## src/rtl/pwmclk_pkg.sv

```systemverilog
package pwmclk_pkg;

   typedef enum logic {
      SRC_OSC = 1'b0,
      SRC_BUS = 1'b1
   } src_e;

   function automatic src_e decode_src(input logic any_set);
      return any_set ? SRC_BUS : SRC_OSC;
   endfunction

endpackage

```

## src/rtl/pair_divider.sv

```systemverilog
module pair_divider
   import pwmclk_pkg::*;
#(
   parameter int SEL_W   = 2,
   parameter int DIV_W   = 4,
   parameter int DIV_MAX = 8
) (
   input  logic             clk,
   input  logic             rst_n,
   input  logic             osc_tick,
   input  logic             bus_tick,
   input  logic [SEL_W-1:0] sel,
   input  logic [DIV_W-1:0] div_exp,
   output logic             src_tick,
   output logic             pair_tick
);
   localparam int CNT_W = DIV_MAX;
   localparam int EXP_W = $clog2(DIV_MAX + 1);

   src_e             src_now, src_last;
   logic [EXP_W-1:0] m_eff, m_last;
   logic [CNT_W-1:0] cnt, limit;
   logic             cfg_change, wrap;

   always_comb begin
      src_now    = decode_src(sel != '0);
      src_tick   = (src_now == SRC_BUS) ? bus_tick : osc_tick;
      m_eff      = (div_exp > DIV_W'(DIV_MAX)) ? EXP_W'(DIV_MAX) : EXP_W'(div_exp);
      limit      = CNT_W'((32'd1 << m_eff) - 32'd1);
      cfg_change = (m_eff != m_last) || (src_now != src_last);
      wrap       = (cnt == limit);
      pair_tick  = rst_n && src_tick && !cfg_change && wrap;
   end

   always_ff @(posedge clk or negedge rst_n) begin
      if (!rst_n) begin
         cnt      <= '0;
         m_last   <= '0;
         src_last <= SRC_OSC;
      end else if (cfg_change) begin
         cnt      <= '0;
         m_last   <= m_eff;
         src_last <= src_now;
      end else if (src_tick) begin
         cnt <= wrap ? '0 : cnt + CNT_W'(1);
      end
   end

   // a configuration change leaves the counter at zero
   assert_restart_R5 : assert property (@(posedge clk) disable iff (!rst_n)
      cfg_change |=> (cnt == '0));

   // the counter advances only on a selected source strobe
   assert_hold_idle_R3 : assert property (@(posedge clk) disable iff (!rst_n)
      (!src_tick && !cfg_change) |=> $stable(cnt));

endmodule

```

## src/rtl/chan_prescaler.sv

```systemverilog
module chan_prescaler #(
   parameter int PRE_W = 8
) (
   input  logic             clk,
   input  logic             rst_n,
   input  logic             src_tick,
   input  logic             pair_tick,
   input  logic [PRE_W-1:0] presc,
   input  logic             gate_en,
   input  logic             bypass,
   output logic             tick,
   output logic             byp_tick
);
   logic [PRE_W-1:0] kcnt, k_last;
   logic             k_change, active, at_end;

   always_comb begin
      k_change = (presc != k_last);
      active   = gate_en && !bypass;
      at_end   = (kcnt == presc);
      tick     = rst_n && active && pair_tick && !k_change && at_end;
      byp_tick = rst_n && gate_en && bypass && src_tick;
   end

   always_ff @(posedge clk or negedge rst_n) begin
      if (!rst_n) begin
         kcnt   <= '0;
         k_last <= '0;
      end else if (k_change) begin
         kcnt   <= '0;
         k_last <= presc;
      end else if (active && pair_tick) begin
         kcnt <= at_end ? '0 : kcnt + PRE_W'(1);
      end
   end

   // a new K restarts the count
   assert_restart_R7 : assert property (@(posedge clk) disable iff (!rst_n)
      k_change |=> (kcnt == '0));

   // a gated or bypassed channel keeps its count
   assert_gate_hold_R8 : assert property (@(posedge clk) disable iff (!rst_n)
      ((!gate_en || bypass) && !k_change) |=> $stable(kcnt));

   // the count never runs past the accepted K
   assert_range_R6 : assert property (@(posedge clk) disable iff (!rst_n)
      kcnt <= k_last);

endmodule

```

## src/rtl/pwm_clock_tree.sv

```systemverilog
module pwm_clock_tree #(
   parameter int NUM_CH  = 8,
   parameter int SEL_LSB = 7,
   parameter int SEL_W   = 2,
   parameter int DIV_W   = 4,
   parameter int DIV_MAX = 8,
   parameter int PRE_W   = 8,
   parameter int GATE_W  = 32,
   parameter int BYP_OFS = 16,
   localparam int NUM_PAIRS  = (NUM_CH + 1) / 2,
   localparam int PAIR_CFG_W = SEL_LSB + SEL_W
) (
   input  logic                            clk,
   input  logic                            rst_n,
   input  logic                            osc_tick,
   input  logic                            bus_tick,
   input  logic [NUM_PAIRS*PAIR_CFG_W-1:0] pair_cfg,
   input  logic [NUM_CH*PRE_W-1:0]         chan_ctl,
   input  logic [GATE_W-1:0]               gate_word,
   output logic [NUM_CH-1:0]               chan_tick,
   output logic [NUM_CH-1:0]               chan_byp_tick
);
   if (NUM_CH < 1 || NUM_CH > BYP_OFS || BYP_OFS + NUM_CH > GATE_W) begin : g_bad_ch
      $error("pwm_clock_tree: NUM_CH does not fit the gate word");
   end
   if (SEL_LSB < DIV_W) begin : g_bad_sel
      $error("pwm_clock_tree: source field overlaps exponent field");
   end
   if (DIV_MAX < 1 || DIV_MAX >= (1 << DIV_W)) begin : g_bad_div
      $error("pwm_clock_tree: DIV_MAX out of range for DIV_W");
   end

   logic [NUM_PAIRS-1:0] pair_src;
   logic [NUM_PAIRS-1:0] pair_div;
   wire unused_cfg_bits = ^{pair_cfg, gate_word};

   for (genvar p = 0; p < NUM_PAIRS; p++) begin : g_pair
      pair_divider #(
         .SEL_W  (SEL_W),
         .DIV_W  (DIV_W),
         .DIV_MAX(DIV_MAX)
      ) u_pair (
         .clk      (clk),
         .rst_n    (rst_n),
         .osc_tick (osc_tick),
         .bus_tick (bus_tick),
         .sel      (pair_cfg[p*PAIR_CFG_W+SEL_LSB +: SEL_W]),
         .div_exp  (pair_cfg[p*PAIR_CFG_W +: DIV_W]),
         .src_tick (pair_src[p]),
         .pair_tick(pair_div[p])
      );
   end

   for (genvar c = 0; c < NUM_CH; c++) begin : g_chan
      chan_prescaler #(
         .PRE_W(PRE_W)
      ) u_chan (
         .clk      (clk),
         .rst_n    (rst_n),
         .src_tick (pair_src[c/2]),
         .pair_tick(pair_div[c/2]),
         .presc    (chan_ctl[c*PRE_W +: PRE_W]),
         .gate_en  (gate_word[c]),
         .bypass   (gate_word[c+BYP_OFS]),
         .tick     (chan_tick[c]),
         .byp_tick (chan_byp_tick[c])
      );
   end

   // quiet outputs during reset
   always_comb begin
      if (rst_n == 1'b0) begin
         assert_reset_quiet_R1 : assert ((chan_tick == '0) && (chan_byp_tick == '0))
            else $error("ticks during reset");
      end
   end

endmodule

```

## config.mk

```make
export PLATFORM = sky130hd
export DESIGN_NAME = pwm_clock_tree
export DESIGN_NICKNAME = d
export VERILOG_FILES = /design/src/rtl/pwmclk_pkg.sv /design/src/rtl/pair_divider.sv /design/src/rtl/chan_prescaler.sv /design/src/rtl/pwm_clock_tree.sv
export SDC_FILE = /design/constraint.sdc
export NUM_CORES = 1
export LEC_CHECK = 0
export ABC_AREA = 0
export ABC_CLOCK_PERIOD_IN_PS = 6150
export BUFFER_PORTS_ARGS = -buffer_cell sky130_fd_sc_hd__buf_2
export CORE_MARGIN = 2
export CORE_UTILIZATION = 40
export CTS_BUF_LIST = sky130_fd_sc_hd__clkbuf_8 sky130_fd_sc_hd__clkbuf_16
export DETAILED_ROUTE_END_ITERATION = 6
export HOLD_SLACK_MARGIN = 0.15
export PLACE_DENSITY = 0.63
export SKIP_LAST_GASP = 1
export SLEW_MARGIN = 5
export SYNTH_ARGS = -nofsm -noshare
export SYNTH_HDL_FRONTEND = slang
export SYNTH_SLANG_ARGS = --single-unit
export TNS_END_PERCENT = 10
```

## constraint.sdc

```tcl
create_clock -name clk -period 6.15 [get_ports clk]
set_clock_uncertainty 0.1 [all_clocks]
set_input_delay 1.5375 -clock clk [delete_from_list [all_inputs] [get_ports clk]]
set_output_delay 1.5375 -clock clk [all_outputs]
set_load 0.05 [all_outputs]
```

==> flow_summary.json <==
{
  "max_freq_mhz": 168,
  "grt_max_degree": 56,
  "core_area_mm2": 0.0270,
  "rsz0062_at_grt": "false",
  "holdWs_ns": 0.443,
  "wirelength_mm": 22.8,
  "placed_cells": 1516,
  "hold_buffers": 0,
  "syn_area_mm2": 0.0110,
  "yosysTopAreaCell": "dfrtp_1",
  "worstHoldStart": "g_chan[2].u_chan.kcnt[6]",
  "synth-seq-cells": 180,
  "clockBufferDepth": 2,
  "grt_antenna_before_repair": 1,
  "final_net_count": 1346,
  "dr.pass1.iters": 5,
  "ir_drop_uv": 165,
  "status": "finished, final reports clean",
  "num_rows": 60,
  "cts-root-buf": "clkbuf_16",
  "drv_cap": 0,
  "track_usage_pct": 16.4,
  "ctsResizeCount": 0,
  "cts_sinks": 180,
  "grt_pass1_wl_mm": 38.7,
  "die_area_mm2": 0.0288,
  "area_delta_synth_final_pct": 11.4,
  "ys.warnings.count": 0,
  "synth_common_cells": "180 x dfrtp_1, 157 x xnor2_1, 90 x nor2_1",
  "post-route-min-period_ns": 5.94,
  "worstHoldPathCells": 1,
  "cp_max_fo": 11,
  "cts_buffers": 17,
  "start_kind": "primary input",
  "grt_pass1_vias": 8024,
  "drive_gt1_share_pct": 18.9,
  "drc": 0,
  "synth_cells": 1147,
  "arrival_ns": 4.30,
  "hold_path_end": "g_chan[2].u_chan.kcnt[6]",
  "wl_per_cell_um": 14.7,
  "reg2reg_to": "g_chan[1].u_chan.kcnt[0]",
  "vias_per_cell": 5.34,
  "fin_crit_sh_pct": 96.6,
  "synth_fp_nets": 1299,
  "ant_nets": 0,
  "post-route-cell-area_mm2": 0.0122,
  "hpwl_mm": 16.8,
  "ios": 152,
  "worst_r2r_path_depth": 7,
  "rrSetupSlack_ns": 3.39,
  "gp_congestion": 0.778,
  "h-tree-depth": 4,
  "crit_required_ns": 4.51,
  "leakagePower_uw": 0.00490,
  "synthTopCellsByArea": "dfrtp_1 41%, xnor2_1 13%, nor2_1 3.1%",
  "cts.reportedPaths.clkPinSlew_ns": 0.07,
  "timing.rr.start": "g_pair[0].u_pair.cnt[5]",
  "setup_viol": 0,
  "die_w_um": 170,
  "async_flop_share_pct": 100,
  "synth_cell_type_count": 84,
  "hold_path_class": "reg2reg",
  "finalMaxSlewViolations": 0,
  "die_h_um": 170,
  "ys_seq_area_share_pct": 41.0,
  "tightest_slew_ns": 0.789,
  "syn_area_per_cell_um2": 9.58,
  "final_cells": 1549,
  "start_util_pct": 40.8,
  "crit_type": "in2out",
  "yosysMostFrequentCell": "dfrtp_1",
  "cts_setup_buffers": 0,
  "insertion_delay_ns": 0.43,
  "slew_headroom_pct": 46.9,
  "end_kind": "primary output",
  "setup_tns_ns": 0,
  "cts_tree": "done",
  "ys.flop_type": "dfrtp_1",
  "synth_edf_count": 0,
  "p_per_area_mw_per_mm2": 214,
  "synth_top_area_share_pct": 41.0,
  "first_iter_violations": 388,
  "overflow": 0,
  "hold_viol": 0,
  "io_buffers": 123,
  "vias": 8274,
  "place_area_mm2": 0.0116
}
==> power breakdown <==
part / switching [uW] / internal, uW
clock network: 531 / 587
logic: 159 / 116
registers: 15.5 / 1210
total: 705 / 1910
==> logic make-up (layout without fill, tap and decap cells) <==
logic type	Yosys count	in the layout	share of synthesized area, %
AND/OR/NAND/NOR	427	427	22.0
AO/OA/AOI/OAI	195	195	13.7
XOR/XNOR	192	192	15.3
flip-flops	180	180	41.0
buffers and inverters	132	192	5.78
adder cells (fa/ha/maj)	16	16	1.82
multiplexers	5	5	0.501
other	0	1	0
==> worst max path at each step <==
stage,startpoint,endpoint,depth (start not counted)
6_report,pair_cfg[1],chan_tick[1],9
4_1_cts,pair_cfg[29],chan_tick[6],9
3_5_place_dp,pair_cfg[29],chan_tick[6],9
5_1_grt,pair_cfg[1],chan_tick[1],9
2_1_floorplan,pair_cfg[30],chan_tick[6],12
3_3_place_gp,pair_cfg[1],chan_tick[1],9
==> sequential cells by signal, indices dropped and copies added (netlist names) <==
signal	cells
g_chan.u_chan.k_last	64
g_chan.u_chan.kcnt	64
g_pair.u_pair.cnt	32
g_pair.u_pair.m_last	16
g_pair.u_pair.src_last	4
==> metal layers <==
metal	track usage, %	wire, um	vias up
li1	-	-	4087
met1	22.1	10800	4005
met2	27.3	10800	164
met3	2.45	893	18
met4	4.91	315	0
met5	0	0	-
==> cell type report <==
cell class	instances	area, um2
fillers	2616	14700
well taps	341	427
inverters	14	52.6
flip-flops and latches	180	4500
clock buffers	17	425
multi-input cells	835	5850
clock inverters	15	185
repair buffers	146	797
diodes	1	2.50
==> worst max-delay path: stages <==
cell      delay (ns)
buf_2           0.17
or4b_2          0.64
ha_1            0.26
nor3_1          0.21
o2111a_1        0.22
a211oi_1        0.07
or3_1           0.49
nor4_1          0.37
buf_2           0.33
==> per-stage QoR <==
stage | power, uW | utilization, % | setup WS (ns)
5_1_grt | 2740 | 45.4 | 0.0521
3_3_place_gp | 1520 | 43.2 | 0.215
4_1_cts | 2670 | 45.4 | 0.196
2_1_floorplan | 1430 | - | 0.0962
6_report | 2620 | 45.4 | 0.208
3_5_place_dp | 1530 | 43.2 | 0.206
==> placed cells by master (no fill, tap or decap), drive strengths merged, types with 14 or more instances in the layout <==
cell and n:
dfrtp 180, xnor2 157, buf 145, nor2 90, nand2 75, nand3 45, nand4 40, o21ai 36
xor2 35, nor3 25, inv 21, nand2b 20, and3 20, a21o 19, a21oi 18, clkbuf 18
nor2b 16, ha 16, a22o 14, a211oi 14, or3 14
Power figures use the tool's default switching activity.
